`config.mk`:
```
export PLATFORM = sky130hd
export DESIGN_NAME = keypad_scanner
export DESIGN_NICKNAME = d
export VERILOG_FILES = /design/src/rtl/kpd_pkg.sv /design/src/rtl/kpd_sync.sv /design/src/rtl/kpd_row_scan.sv /design/src/rtl/kpd_debounce.sv /design/src/rtl/keypad_scanner.sv
export SDC_FILE = /design/constraint.sdc
export NUM_CORES = 1
export LEC_CHECK = 0
export ABC_AREA = 1
export ABC_CLOCK_PERIOD_IN_PS = 5250
export BUFFER_PORTS_ARGS = -buffer_cell sky130_fd_sc_hd__buf_4
export CORE_MARGIN = 5
export CORE_UTILIZATION = 59
export DETAILED_ROUTE_END_ITERATION = 6
export GPL_ROUTABILITY_DRIVEN = 0
export PLACE_DENSITY = 0.9
export SLEW_MARGIN = 10
export SYNTH_ARGS = -nofsm -noshare
export SYNTH_HDL_FRONTEND = slang
export SYNTH_SLANG_ARGS = --single-unit
```
`constraint.sdc`:
```
create_clock -name clk -period 5.25 [get_ports clk]
set_input_delay 1.05 -clock clk [delete_from_list [all_inputs] [get_ports clk]]
set_output_delay 1.05 -clock clk [all_outputs]
set_load 0.01 [all_outputs]
```
`src/rtl/kpd_pkg.sv`:
```
package kpd_pkg;

   typedef enum logic [1:0] {
      KS_SCAN = 2'd0,
      KS_ARM  = 2'd1,
      KS_HELD = 2'd2
   } kpd_state_e;

endpackage

```
`src/rtl/kpd_sync.sv`:
```
module kpd_sync #(
   parameter int WIDTH  = 4,
   parameter int STAGES = 2
) (
   input  logic             clk,
   input  logic             rst_n,
   input  logic [WIDTH-1:0] d,
   output logic [WIDTH-1:0] q
);

   generate
      if (STAGES < 2) begin : g_bad_stages
         $error("kpd_sync: STAGES must be at least 2");
      end
      if (WIDTH < 1) begin : g_bad_width
         $error("kpd_sync: WIDTH must be positive");
      end
   endgenerate

   logic [WIDTH-1:0] chain [STAGES];

   generate
      for (genvar s = 0; s < STAGES; s++) begin : g_stage
         if (s == 0) begin : g_first
            always_ff @(posedge clk or negedge rst_n) begin
               if (!rst_n) chain[s] <= '0;
               else        chain[s] <= d;
            end
         end else begin : g_next
            always_ff @(posedge clk or negedge rst_n) begin
               if (!rst_n) chain[s] <= '0;
               else        chain[s] <= chain[s-1];
            end
         end
      end
   endgenerate

   assign q = chain[STAGES-1];

endmodule

```
`src/rtl/kpd_row_scan.sv`:
```
module kpd_row_scan #(
   parameter int ROWS        = 4,
   parameter int STEP_CYCLES = 4,
   localparam int RW = (ROWS > 1) ? $clog2(ROWS) : 1,
   localparam int CW = (STEP_CYCLES > 1) ? $clog2(STEP_CYCLES) : 1
) (
   input  logic            clk,
   input  logic            rst_n,
   input  logic            run,
   input  logic            hit,
   output logic [ROWS-1:0] row_q,
   output logic            sample,
   output logic [RW-1:0]   row_idx
);

   generate
      if (ROWS < 2) begin : g_bad_rows
         $error("kpd_row_scan: ROWS must be at least 2");
      end
      if (STEP_CYCLES < 2) begin : g_bad_step
         $error("kpd_row_scan: STEP_CYCLES must be at least 2");
      end
   endgenerate

   logic [CW-1:0] step_cnt;

   assign sample = run && (step_cnt == CW'(STEP_CYCLES - 1));

   always_ff @(posedge clk or negedge rst_n) begin
      if (!rst_n) begin
         step_cnt <= '0;
      end else if (!run || sample) begin
         step_cnt <= '0;
      end else begin
         step_cnt <= step_cnt + CW'(1);
      end
   end

   always_ff @(posedge clk or negedge rst_n) begin
      if (!rst_n) begin
         row_q <= ROWS'(1);
      end else if (sample && !hit) begin
         row_q <= {row_q[ROWS-2:0], row_q[ROWS-1]};
      end
   end

   always_comb begin
      row_idx = '0;
      for (int r = 0; r < ROWS; r++) begin
         if (row_q[r]) row_idx = RW'(r);
      end
   end

   assert_row_onehot_R2: assert property (@(posedge clk) disable iff (!rst_n)
      $onehot(row_q));

   assert_hold_when_stopped_R3: assert property (@(posedge clk) disable iff (!rst_n)
      !run |=> $stable(row_q));

endmodule

```
`src/rtl/kpd_debounce.sv`:
```
module kpd_debounce
   import kpd_pkg::*;
#(
   parameter int ROWS    = 4,
   parameter int COLS    = 4,
   parameter int CONFIRM = 2,
   localparam int RW     = (ROWS > 1) ? $clog2(ROWS) : 1,
   localparam int CLW    = (COLS > 1) ? $clog2(COLS) : 1,
   localparam int CODE_W = $clog2(ROWS * COLS),
   localparam int TW     = $clog2(CONFIRM + 1)
) (
   input  logic              clk,
   input  logic              rst_n,
   input  logic              tick,
   input  logic [COLS-1:0]   col_s,
   input  logic              sample,
   input  logic [RW-1:0]     row_idx,
   output logic              run,
   output logic              hit,
   output logic              key_valid,
   output logic [CODE_W-1:0] key_code
);

   generate
      if (CONFIRM < 1) begin : g_bad_confirm
         $error("kpd_debounce: CONFIRM must be at least 1");
      end
      if (COLS < 2) begin : g_bad_cols
         $error("kpd_debounce: COLS must be at least 2");
      end
   endgenerate

   kpd_state_e        state;
   logic [COLS-1:0]   cand;
   logic [TW-1:0]     cnt;
   logic [CLW-1:0]    col_idx;
   logic              single;
   logic              last_tick;
   logic [CODE_W-1:0] code_next;

   assign run       = (state == KS_SCAN);
   assign hit       = (col_s != '0);
   assign single    = $onehot(col_s);
   assign last_tick = (cnt == TW'(CONFIRM - 1));

   always_comb begin
      col_idx = '0;
      for (int c = 0; c < COLS; c++) begin
         if (col_s[c]) col_idx = CLW'(c);
      end
   end

   assign code_next = CODE_W'(row_idx) * CODE_W'(COLS) + CODE_W'(col_idx);

   always_ff @(posedge clk or negedge rst_n) begin
      if (!rst_n) begin
         state     <= KS_SCAN;
         cand      <= '0;
         cnt       <= '0;
         key_valid <= 1'b0;
         key_code  <= '0;
      end else begin
         key_valid <= 1'b0;
         unique case (state)
            KS_SCAN: begin
               if (sample && hit) begin
                  cand  <= col_s;
                  cnt   <= '0;
                  state <= KS_ARM;
               end
            end
            KS_ARM: begin
               if (tick) begin
                  if (!hit) begin
                     cnt   <= '0;
                     state <= KS_SCAN;
                  end else if (col_s == cand && single) begin
                     if (last_tick) begin
                        cnt       <= '0;
                        key_valid <= 1'b1;
                        key_code  <= code_next;
                        state     <= KS_HELD;
                     end else begin
                        cnt <= cnt + TW'(1);
                     end
                  end else begin
                     cand <= col_s;
                     cnt  <= '0;
                  end
               end
            end
            KS_HELD: begin
               if (tick) begin
                  if (!hit) begin
                     if (last_tick) begin
                        cnt   <= '0;
                        state <= KS_SCAN;
                     end else begin
                        cnt <= cnt + TW'(1);
                     end
                  end else begin
                     cnt <= '0;
                  end
               end
            end
            default: state <= KS_SCAN;
         endcase
      end
   end

   assert_strobe_single_R6: assert property (@(posedge clk) disable iff (!rst_n)
      key_valid |=> !key_valid);

   assert_strobe_on_tick_R5: assert property (@(posedge clk) disable iff (!rst_n)
      key_valid |-> $past(tick));

   assert_strobe_single_col_R7: assert property (@(posedge clk) disable iff (!rst_n)
      key_valid |-> $onehot($past(col_s)));

   assert_no_resume_while_down_R8: assert property (@(posedge clk) disable iff (!rst_n)
      $rose(run) |-> $past(col_s) == '0);

endmodule

```
`src/rtl/keypad_scanner.sv`:
```
module keypad_scanner #(
   parameter int ROWS        = 4,
   parameter int COLS        = 4,
   parameter int SYNC_STAGES = 2,
   parameter int STEP_CYCLES = 4,
   parameter int CONFIRM     = 2,
   localparam int RW     = (ROWS > 1) ? $clog2(ROWS) : 1,
   localparam int CODE_W = $clog2(ROWS * COLS)
) (
   input  logic              clk,
   input  logic              rst_n,
   input  logic              db_tick,
   input  logic [COLS-1:0]   col_in,
   output logic [ROWS-1:0]   row_drive,
   output logic [CODE_W-1:0] key_code,
   output logic              key_valid
);

   generate
      if (STEP_CYCLES <= SYNC_STAGES) begin : g_bad_timing
         $error("keypad_scanner: STEP_CYCLES must exceed SYNC_STAGES");
      end
   endgenerate

   logic [COLS-1:0] col_s;
   logic            run;
   logic            hit;
   logic            sample;
   logic [RW-1:0]   row_idx;

   kpd_sync #(
      .WIDTH  (COLS),
      .STAGES (SYNC_STAGES)
   ) u_sync (
      .clk   (clk),
      .rst_n (rst_n),
      .d     (col_in),
      .q     (col_s)
   );

   kpd_row_scan #(
      .ROWS        (ROWS),
      .STEP_CYCLES (STEP_CYCLES)
   ) u_scan (
      .clk     (clk),
      .rst_n   (rst_n),
      .run     (run),
      .hit     (hit),
      .row_q   (row_drive),
      .sample  (sample),
      .row_idx (row_idx)
   );

   kpd_debounce #(
      .ROWS    (ROWS),
      .COLS    (COLS),
      .CONFIRM (CONFIRM)
   ) u_deb (
      .clk       (clk),
      .rst_n     (rst_n),
      .tick      (db_tick),
      .col_s     (col_s),
      .sample    (sample),
      .row_idx   (row_idx),
      .run       (run),
      .hit       (hit),
      .key_valid (key_valid),
      .key_code  (key_code)
   );

endmodule

```
== After elaboration in Yosys (flattened, before gate mapping) ==
Index checks and enable logic that the tools add are counted.

* Register bits after elaboration: 27
* Input port bits: 7
* Output and inout port bits: 9
* Word-level logic and storage cells: 79

* Add/subtract/negate cells: 6
* Equal/unequal tests: 15
* Muxes and demuxes: 34
* Reduce and logical (&&, ||, !) cells: 15

{| class="wikitable"
|+ Operator list
! cell !! number
|-
| 2-bit two-way mux || 20
|-
| 4-bit two-way mux || 4
|-
| 2-bit one-hot mux with 3 select lines || 2
|-
| 5-bit AND reduction || 2
|-
| 2-bit inequality test, second input constant || 4
|-
| 4-bit one-hot mux with 2 select lines || 1
|-
| 1-bit two-way mux || 7
|-
| 7-bit AND reduction || 1
|-
| 2-bit by 1-bit inequality test with 1-bit output, second input constant || 3
|-
| 3-bit inequality test, second input constant || 2
|-
| 1-bit by 1-bit adder with 2-bit output || 2
|-
| 2-bit by 1-bit adder with 2-bit output, second input constant || 2
|-
| 4-bit by 2-bit adder with 4-bit output || 1
|-
| 2-bit by 1-bit == test with 1-bit output, second input constant || 2
|-
| 2-bit == test, second input constant || 2
|-
| 4-bit == test || 1
|-
| 1-bit logical AND || 4
|-
| 4-bit AND reduction || 1
|-
| 4-bit nonzero test || 1
|-
| 3-bit adder || 1
|-
| 3-bit by 1-bit == test with 1-bit output, second input constant || 1
|-
| 3-bit nonzero test || 1
|-
| 1-bit logical NOT || 2
|-
| 2-bit logical NOT || 1
|-
| other kinds (2) || 2
|}

== Longest topological paths before layout ==
Gate-level depths: netlist (run 1).

* Depth after elaboration: 8
* Mapped depth: 12

== Modules after synthesis ==
A second synthesis (run 1) with hierarchy kept.

* Cell total of the unflattened synthesis: 160
* Area total of the unflattened synthesis: 1418.9 µm²

{| class="wikitable"
|+ Modules (own cells, without submodules)
! module !! instances !! cells each !! area an instance (µm²) !! seq. area each (µm²)
|-
| kpd_debounce || 1 || 116 || 898.4 || 325.3
|-
| kpd_row_scan || 1 || 32 || 290.3 || 151.4
|-
| kpd_sync || 1 || 12 || 230.2 || 200.2
|}

== Worst setup path before layout (run 1) ==
OpenSTA, ideal clock, no wires.

* Kind: register to register
* Start point: register u_sync.chain, in the netlist u_sync.q[0]
* End point: register u_deb.key_code[1]
* Arrival time: 1999 ps
* Setup slack: 3134 ps
* Stages on the path, launching flop included: 13
* Clock period less this slack: 2116 ps
* Cells stage by stage: dfrtp_1 > inv_2 > ha_1 > ha_1 > fa_1 > inv_1 > nand3_4 > nor2_4 > nand4_2 > clkinv_2 > nand3_4 > nand2_1 > nand2_1

* Cells in the longest elaborated chain, start to end: 5
* Elaborated cells between the ends (all ways): 7
* Classes of those cells: 2 x add/sub; 2 x eq/ne; 3 x reduce/logical

{| class="wikitable"
|+ RTL lines
! element !! RTL line !! text
|-
| from (decl) || kpd_sync.sv:20 || <nowiki>logic [WIDTH-1:0] chain [STAGES];</nowiki>
|-
| from (signal, indexed assignment) || kpd_sync.sv:32 || <nowiki>else chain[s] <= chain[s-1];</nowiki>
|-
| 1-bit by 1-bit adder with 2-bit output (implied by the code) || kpd_debounce.sv:43 || <nowiki>assign single = $onehot(col_s);</nowiki>
|-
| 3-bit adder (implied by the code) || kpd_debounce.sv:43 ||
|-
| 3-bit by 1-bit == test with 1-bit output || kpd_debounce.sv:43 ||
|-
| 1-bit logical AND || kpd_debounce.sv:77 || <nowiki>end else if (col_s == cand && single) begin</nowiki>
|-
| 5-bit AND reduction (no source line) (*) || -- ||
|-
| to (signal assigned) || kpd_debounce.sv:81 || <nowiki>key_code <= code_next;</nowiki>
|-
| to (decl) || kpd_debounce.sv:21 || <nowiki>output logic [CODE_W-1:0] key_code</nowiki>
|}

Mark *: on every way between the ends. The rest lies on a longest branch, timed or not.
A chain may end at the register's enable or synchronous reset.

== Final worst setup path (run 1) ==
* Start point: register u_sync.chain, in the netlist u_sync.q[2]
* End point: register u_deb.key_code[2]

* Cells in the longest elaborated chain, start to end: 5
* Elaborated cells between the ends (all ways): 10
* Classes of those cells: 3 x add/sub; 2 x eq/ne; 2 x mux; 3 x reduce/logical

{| class="wikitable"
|+ RTL lines
! element !! RTL line
|-
| 1-bit by 1-bit adder with 2-bit output (implied by the code) || kpd_debounce.sv:43
|-
| 3-bit adder (implied by the code) || kpd_debounce.sv:43
|-
| 3-bit by 1-bit == test with 1-bit output || kpd_debounce.sv:43
|-
| 1-bit logical AND || kpd_debounce.sv:77
|-
| 5-bit AND reduction (no source line) || --
|}

Parallel ways exist; a longest one is shown, timed or not.

==> metrics.txt, run 1 <==
largest area contributor in the netlist dfrtp_1; pwr dens 385 mW/mm^2; CTS Root Buffer Type clkbuf_4; pins over their slew limit 0; leakage power 0.799 nW; initial drt markers 27; Synth Area in Compound Gates 6.38%; pre-CTS WS 2.94 ns; Post-synth top cells nand2_1, dfrtp_1, inv_1; RSZ-0062 raised after global routing no; final worst setup slack 2.94 ns; period utilisation layout 43.9%; grt total ovfl 0; slowest stage delay, CP 0.44 ns; routed wire length per instance 12.4 um; initial antenna violation count 0; most used flip-flop cell after synthesis dfrtp_1; CP Class register to register; die area 0.00335 mm^2; master of the slowest instance on the critical path dfrtp_1; Fin. Hold Viols 0; Vias/cell 5.16; number of routed nets with antenna violations 0; FMAX 434 MHz; post-synth top area share 48.1%; Worst Max-Slew Pin Slew 0.401 ns; Total Power 0.588 mW; Syn Std Cell Area 0.00135 mm^2; global-route wire length before repair 4.03 mm; overall fraction of global-route tracks in use 15.3%; htree depth 1; register area share after synthesis 50.0%; CTS Hold Bufs 0; Vias 981; proportion of synthesized area in mux cells 0%; largest net degree at the start of global routing 28; CTS tree yes; die height 57.9 um; crit end category register; xor-xnor portion of the synthesized cell area 0.647%; worst-path maximum fanout 5; IO Count 16; TritonCTS Buffers 3; Final Critical Period 2.31 ns; EDFF count, synth 0; Die X-Extent 57.9 um; number of synthesized register bits 27; crit-path cells inv_1 > ha_1 > ha_1 > fa_1 > inv_1 > nand3_4 > nor2_4 > nand4_2 > clkinv_2 > nand3_4 > nand2_1 > nand2_1; Hold Crit Class register to register; Synth area leaders dfrtp_1, ha_1, nand2_1, inv_1, nand2_2; Worst Skew 0.00347 ns; WP data required 5.48 ns; Layout area overhead 12.9%; Setup Fix Bufs, Post-CTS 0; VDD IR max 0.000267 V; Initial Utilization 61.2%; Setup TNS 0 ns; most common cell in the netlist nand2_1; outcome completed; Final Instance Area 0.00153 mm^2; vias in the first global route 996; Synth Area in Adders 10.7%; PortBufs 15; worst skew pair latency 0.32 ns; clock sink count 27; startpoint types register; Synth Area per Inst 9.47 um^2; area of placed instances 0.00150 mm^2; Post-Route WL 2.36 mm; Post-CTS Resized 0; DRC Markers 0; max cap viols 0; Worst-path clk slew 0.14 ns; Synth cell types 24; Simple-Gate Fraction of Synth Area 25.5%; CTS Buffer Depth 2; async set-reset flop share out of synthesis 100%; Final setup violation count 0; core area 0.00221 mm^2; layout cell share with drive strength beyond 1 25.9%; DR pass1 iterations 4; syn_nets 161; relative slew slack 73.2%; hpwl dp 1.85 mm; antenna cells 0; number of synthesis warnings 0; crit path DAT 2.54 ns; Rows 17; largest family of logic cells by synthesized area simple AND/OR/NAND/NOR gates; Layout Nets 181; Gate Count Post-Synth 143
[cells in the final DEF (no fill, tap or decap), types with 2 or more instances in the layout]
| cell | synthesis | final |
|---|---|---|
| inv_2 | 7 | 7 |
| nor2_1 | 5 | 5 |
| clkinv_2 | 1 | 2 |
| nand4_1 | 5 | 5 |
| nand2_2 | 6 | 6 |
| nor2_4 | 3 | 3 |
| buf_4 | 0 | 15 |
| o21ai_0 | 6 | 6 |
| nand2_1 | 33 | 33 |
| dfrtp_1 | 26 | 26 |
| nand3_1 | 4 | 4 |
| o21ai_1 | 4 | 4 |
| ha_1 | 10 | 10 |
| inv_1 | 16 | 16 |
| a21oi_1 | 4 | 4 |
| clkbuf_4 | 0 | 3 |
| nor3_1 | 3 | 3 |
| nand3_4 | 2 | 2 |
[final timing paths]
| path | cells after the start | slack, ns | end | start |
|---|---|---|---|---|
| worst max-delay path | 12 | 2.94 | u_deb.key_code[2] | u_sync.q[2] |
| worst min-delay path | 0 | 0.37 | u_sync.q[0] | u_sync.chain[4] |
| worst max register to register | 12 | 2.94 | u_deb.key_code[2] | u_sync.q[2] |
| worst min register to register | 0 | 0.37 | u_sync.q[0] | u_sync.chain[4] |
| max in group asynchronous | 1 | 4.35 | u_scan.row_q[0] | rst_n |
| min in group asynchronous | 1 | 0.60 | u_deb.cand[1] | rst_n |
[state kept, by name (all words and copies together) (netlist names)]
signal,count
u_deb.cand,4
u_deb.cnt,2
u_deb.key_code,4
u_deb.key_valid,1
u_deb.state,2
u_scan.row_q,4
u_scan.step_cnt,2
u_sync.chain,4
u_sync.q,4
[layer usage]
layer / up-vias / part of all wire [%] / GRT usage [%]
li1: 491 / - / -
met1: 459 / 43 / 17.9
met2: 22 / 50 / 27.1
met3: 9 / 4.5 / 2.67
met4: 0 / 2.8 / 7.28
met5: - / 0 / 0
[critical path, delay by kind of cell (launching register included)]
kind | cells | cell delay (ns)
buffers and inverters | 3 | 0.28
AND/OR/NAND/NOR | 6 | 0.53
flip-flops | 1 | 0.44
adder cells (fa/ha/maj) | 3 | 0.93
[through the flow]
step	util [%]	hold slack, ns	cells
3_3_place_gp	67.9	0.332	186
2_1_floorplan	-	0.331	143
4_1_cts	69.1	0.370	190
3_5_place_dp	67.9	0.337	186
6_report	69.1	0.365	190
5_1_grt	69.1	0.385	190
[power breakdown]
| group | internal, mW | total [mW] | switching [mW] |
|---|---|---|---|
| logic | 0.0854 | 0.232 | 0.147 |
| clock network | 0.0286 | 0.0876 | 0.0590 |
| registers | 0.245 | 0.269 | 0.0233 |
[logic make-up (layout without fill, tap and decap cells)]
kind of cell               after synthesis  count (layout)
DFF                                     27              27
and+or+nand+nor                         64              64
AOI/OAI and AO/OA                       16              16
adders and majority gates               11              11
buffers and inverters                   24              43
xor gates and xnor gates                 1               1
[layout make-up]
class                   instances  area [um^2]
clock buffers                   3         22.5
multi-input cells              92          586
flip-flops and latches         27          677
repair buffers                 15          113
well taps                      28         35.0
fillers                       173          683
clock inverters                 1         5.00
inverters                      24         91.3
No activity file was read; power rests on OpenSTA's default activity.
==> run 2, diff against run 1 <==
--- a/config.mk
+++ b/config.mk
@@ -6,13 +6,13 @@
 export NUM_CORES = 1
 export LEC_CHECK = 0
 export ABC_AREA = 1
-export ABC_CLOCK_PERIOD_IN_PS = 5250
+export ABC_CLOCK_PERIOD_IN_PS = 2300
 export BUFFER_PORTS_ARGS = -buffer_cell sky130_fd_sc_hd__buf_4
 export CORE_MARGIN = 5
-export CORE_UTILIZATION = 59
+export CORE_UTILIZATION = 56
 export DETAILED_ROUTE_END_ITERATION = 6
 export GPL_ROUTABILITY_DRIVEN = 0
-export PLACE_DENSITY = 0.9
+export PLACE_DENSITY = 0.86
 export SLEW_MARGIN = 10
 export SYNTH_ARGS = -nofsm -noshare
 export SYNTH_HDL_FRONTEND = slang
==> constraint.sdc (replaced) <==
create_clock -name clk -period 2.3 [get_ports clk]
set_input_delay 0.46 -clock clk [delete_from_list [all_inputs] [get_ports clk]]
set_output_delay 0.46 -clock clk [all_outputs]
set_load 0.01 [all_outputs]
==> run 2 against run 1 <==
Compared with the run above:
- worst setup slack worse by 2.8 ns
- clock skew up 0.012 ns
- power up 130%
- wire length up 5.9%
- core utilization up 1.4 points
- first-iteration DRC count down 41%
- critical path depth unchanged
- critical endpoint unchanged
- sequential power up 130%
- die area up 4.4%
- hold slack worse by 0.16 ns
- flip-flop and latch count unchanged
- combinational power up 140%
==> metrics.txt, run 2 (same netlist as run 1, synthesis figures left out) <==
crit end category register; initial antenna violation count 0 (unchanged); CTS Buffer Depth 2 (unchanged); WP data required 2.54 ns (-2.94 ns); grt total ovfl 0 (unchanged); PortBufs 15 (unchanged); Setup TNS 0 ns (unchanged); Vias 1005 (+2.4%); clock sink count 27 (unchanged); most frequent cells in the layout nand2_1, dfrtp_1, buf_4; leakage power 0.816 nW (+2.1%); Core Util, Final 70.5% (+1.4 points); worst-path maximum fanout 5 (unchanged); Hold Path Stages 1 (+1); CTS Root Buffer Type clkbuf_4; antenna cells 0 (unchanged); routed wire length per instance 12.8 um (+3.2%); RSZ-0062 raised after global routing no; overall fraction of global-route tracks in use 16.1% (+0.72 points); IO Count 16 (unchanged); Post-Route WL 2.50 mm (+5.9%); die height 59.2 um (+2.2%); Placed Cells 187 (+0.54%); worst skew pair latency 0.34 ns (+0.02 ns); Layout Nets 186 (+2.8%); core area 0.00225 mm^2 (+1.9%); layout cell share with drive strength beyond 1 28.7% (+2.8 points); VDD IR max 0.000496 V (+86%); pins over their slew limit 0 (unchanged); commonest non-fill, non-tap cell in the layout nand2_1; Worst-path clk slew 0.16 ns (+0.02 ns); Rows 17 (unchanged); CP Class register to register; top sig layer met4; Final Critical Period 2.20 ns (-0.103 ns); Final setup violation count 0 (unchanged); Worst Max-Slew Pin Slew 0.424 ns (+0.0231 ns); pre-CTS WS 0.0239 ns (-2.92 ns); WL met3 100 um (-5.7%); CTS tree yes; largest net degree at the start of global routing 28 (unchanged); R2R setup slack 0.1 ns (-2.85 ns); M1 WL 1.04 mm (+2.9%); period utilisation layout 95.8% (+52 points); Die X-Extent 59.2 um (+2.2%); htree depth 1 (unchanged); TritonCTS Buffers 3 (unchanged); Finished Layout Cells 195 (+2.6%); die area 0.00350 mm^2 (+4.4%); Initial Utilization 60.0% (-1.2 points); r2r worst-path depth 12 (unchanged); hpwl dp 1.89 mm (+2.2%); Worst Skew 0.0155 ns (+0.0120 ns); FMAX 454 MHz (+4.7%); Hold Crit Class input pin to register; DRC Markers 0 (unchanged); Layout area overhead 17.4%; relative slew slack 71.6% (-1.5 points); startpoint types register; met2 wire length 1.32 mm (+12%); crit path DAT 2.44 ns (-0.10 ns); DR pass1 iterations 6 (+2); global-route wire length before repair 4.21 mm (+4.5%); final worst setup slack 0.0974 ns (-2.85 ns); vias in the first global route 989 (-0.70%); outcome completed; max cap viols 0 (unchanged); pwr dens 869 mW/mm^2 (+130%); Fin. Hold Viols 0 (unchanged); number of routed nets with antenna violations 0 (unchanged); initial drt markers 16 (-41%); Vias/cell 5.15 (-0.18%)
## run 2: changes by cell type in the layout (fill, tap and decap cells not counted), sizes merged
cell and change:
clkinv -2, inv +1, clkinvlp +1, dlygate4sd3 +1, buf +4
## run 2: report_power, final
part	leakage [nW]	total, mW	switching, mW	internal (mW)
registers	0.344	0.608	0.0479	0.560
logic	0.458	0.557	0.354	0.203
clock network	0.0139	0.216	0.150	0.0668
total	0.816	1.38	0.551	0.830
## run 2: repair_timing
| action | 4_1_cts | 5_1_grt |
|---|---|---|
| hold endpoints to repair | 0 | 16 |
| hold buffers | 0 | 1 |
| setup endpoints to repair | 1 | 10 |
| gates resized for setup | 0 | 5 |
| pin swaps | 0 | 2 |
| setup buffers | 3 | 0 |
## run 2: path summary, 6_finish.rpt
check                                start                 to
max                            u_sync.q[0]  u_deb.key_code[2]
min                              col_in[2]    u_sync.chain[6]
max reg2reg                    u_sync.q[0]  u_deb.key_code[2]
min reg2reg                u_sync.chain[6]        u_sync.q[2]
max in group asynchronous            rst_n    u_scan.row_q[0]
min in group asynchronous            rst_n      u_deb.cand[0]
## run 2: area by class of cell
class / instances / area [um^2]
sequential: 27 / 677
fill: 163 / 666
inverter: 24 / 92.6
clock inverter: 1 / 7.51
tap: 28 / 35.0
multi-input combinational: 92 / 602
clock buffer: 3 / 22.5
timing repair buffer: 20 / 153
## run 2: per-stage QoR
| step | area, um^2 | power (mW) | hold WS [ns] |
|---|---|---|---|
| 2_1_floorplan | 1350 | 1.02 | 0.164 |
| 3_5_place_dp | 1510 | 1.15 | 0.337 |
| 4_1_cts | 1560 | 1.36 | 0.00446 |
| 3_3_place_gp | 1510 | 1.11 | 0.332 |
| 6_report | 1590 | 1.38 | 0.207 |
| 5_1_grt | 1590 | 1.49 | 0.187 |
## run 2: critical path: stages (launching register included)
cell	delay, ns
dfrtp_1	0.41
inv_2	0.05
ha_1	0.29
ha_2	0.19
fa_1	0.44
inv_2	0.08
nand3_4	0.07
nor2_4	0.13
nand4_4	0.10
inv_4	0.11
nand3_4	0.09
nand2_1	0.08
nand2_1	0.05
## run 2: layer usage
metal	global-route usage, %	up-vias
met4	7.77	0
li1	-	505
met5	0	-
met1	18.2	466
met2	28.9	29
met3	2.83	5
==> run 3, diff against run 2 <==
--- a/config.mk
+++ b/config.mk
@@ -12,6 +12,7 @@
 export CORE_UTILIZATION = 56
 export DETAILED_ROUTE_END_ITERATION = 6
 export GPL_ROUTABILITY_DRIVEN = 0
+export MAX_ROUTING_LAYER = met4
 export PLACE_DENSITY = 0.86
 export SLEW_MARGIN = 10
 export SYNTH_ARGS = -nofsm -noshare
==> run 3 against run 2 <==
Compared with the run above:
- design area did not move
- sequential power about the same
- via count decreased by 0.50%
- combinational power is essentially flat
- cell count is the same
- flip-flop and latch count unchanged
- register-to-register slack is essentially flat
- sequential share of layout area stayed put
- clock skew fell by 0.0021 ns
- power decreased by 0.13%
==> metrics.txt, run 3 (same netlist as run 1, synthesis figures left out) <==
r2r worst-path depth 12 (unchanged); initial antenna violation count 0 (unchanged); initial drt markers 16 (unchanged); htree depth 1 (unchanged); core area 0.00225 mm^2 (unchanged); relative slew slack 71.6% (unchanged); Worst Skew 0.0134 ns (-0.00209 ns); clock sink count 27 (unchanged); Core Util, Final 70.5% (unchanged); die area 0.00350 mm^2 (unchanged); crit-path cells inv_2 > ha_1 > ha_2 > fa_1 > inv_2 > nand3_4 > nor2_4 > nand4_4 > inv_4 > nand3_4 > nand2_1 > nand2_1; die height 59.2 um (unchanged); CP delay by family, top adder cells; Die X-Extent 59.2 um (unchanged); layout cell share with drive strength beyond 1 28.7% (unchanged); Reg-to-Reg Start u_sync.q[0]; DRC Markers 0 (unchanged); Hold Crit Class input pin to register; slowest stage delay, CP 0.44 ns (about the same); CTS tree yes; number of routed nets with antenna violations 0 (unchanged); IO Count 16 (unchanged); Layout Nets 186 (unchanged); Layout area overhead 17.4% (unchanged); TritonCTS Buffers 3 (unchanged); Vias/cell 5.13 (-0.50%); Filler Cell Count 163 (unchanged); max cap viols 0 (unchanged); worst-path maximum fanout 5 (unchanged); critical path buffer and inverter count 3 (unchanged); most frequent cells in the layout nand2_1, dfrtp_1, buf_4; CP Class register to register; Hold Path Stages 1 (unchanged); Worst Max-Slew Pin Slew 0.424 ns (unchanged); Hold Path Sink u_sync.chain[6]; Hold Path Origin col_in[2]; CTS Buffer Depth 2 (unchanged); period utilisation layout 95.6% (-0.12 points); Setup TNS 0 ns (unchanged); Rows 17 (unchanged); VDD IR max 0.000496 V (about the same); outcome completed; R2R setup slack 0.10 ns (about the same); CTS Root Buffer Type clkbuf_4; pins over their slew limit 0 (unchanged); antenna cells 0 (unchanged); hpwl dp 1.89 mm (unchanged); vias in the first global route 987 (-0.20%); Initial Utilization 60.0% (unchanged); crit path DAT 2.44 ns (about the same); startpoint types register; PortBufs 15 (unchanged); RSZ-0062 raised after global routing no; grt total ovfl 0 (unchanged); Post-Route WL 2.49 mm (-0.28%); worst skew pair latency 0.34 ns (about the same); commonest non-fill, non-tap cell in the layout nand2_1; master of the slowest instance on the critical path fa_1; overall fraction of global-route tracks in use 16.5% (+0.48 points); Vias 1000 (-0.50%); routed wire length per instance 12.8 um (-0.28%); global-route wire length before repair 4.21 mm (unchanged); crit end category register; DR pass1 iterations 6 (unchanged); leakage power 0.816 nW (unchanged); Worst-path clk slew 0.16 ns (about the same); WP data required 2.54 ns (about the same); Crit path depth 12 (unchanged); FMAX 455 MHz (+0.12%); pwr dens 868 mW/mm^2 (-0.13%); Final Critical Period 2.20 ns (-0.00275 ns); Final setup violation count 0 (unchanged); largest net degree at the start of global routing 28 (unchanged); Reg-to-Reg End u_deb.key_code[2]; Fin. Hold Viols 0 (unchanged)
[run 3: layout make-up]
cell class	instances	area (um^2)	share of cell area, %
well taps	28	35.0	2.20
inverters	24	92.6	5.83
clock inverters	1	7.51	0.472
multi-input cells	92	602	37.9
flip-flops and latches	27	677	42.6
repair buffers	20	153	9.61
clock buffers	3	22.5	1.42
[run 3: worst max-delay path by stage]
stage                        endpoint  slack, ns         from
floorplan           u_deb.key_code[1]       0.18  u_sync.q[0]
global placement        u_deb.cand[3]       0.13  u_sync.q[0]
detailed placement  u_deb.key_code[2]       0.02  u_sync.q[1]
CTS                 u_deb.key_code[2]       0.04  u_sync.q[0]
global route            u_deb.cand[0]       0.02  u_sync.q[0]
finish              u_deb.key_code[2]       0.10  u_sync.q[0]
[run 3: what timing repair did]
item	CTS	global route
pin swaps	0	2
endpoints found under the setup margin	1	10
buffers inserted	3	0
hold endpoints to repair	0	16
resized for setup	0	5
hold buffers	0	1
[run 3: metal layers]
metal / vias to the layer above / GRT usage (%) / routed length (um)
met3: 5 / 2.83 / 99
met4: 0 / 7.77 / 43
met5: - / - / 0
met1: 464 / 18.2 / 1040
met2: 27 / 28.9 / 1310
li1: 504 / - / -
[run 3: through the flow]
stage	power [mW]	setup slack, ns	area (um^2)	hold slack (ns)	cells
floorplan	1.02	0.184	1350	0.164	143
global placement	1.11	0.129	1510	0.332	187
detailed placement	1.15	0.0239	1510	0.337	187
CTS	1.36	0.0388	1560	0.00446	194
global route	1.49	0.0157	1590	0.187	195
finish	1.38	0.100	1590	0.209	195
[run 3: power breakdown]
group	internal, mW	switching (mW)	total, mW
Clock	0.0668	0.148	0.215
Combinational	0.203	0.353	0.557
Sequential	0.560	0.0479	0.608
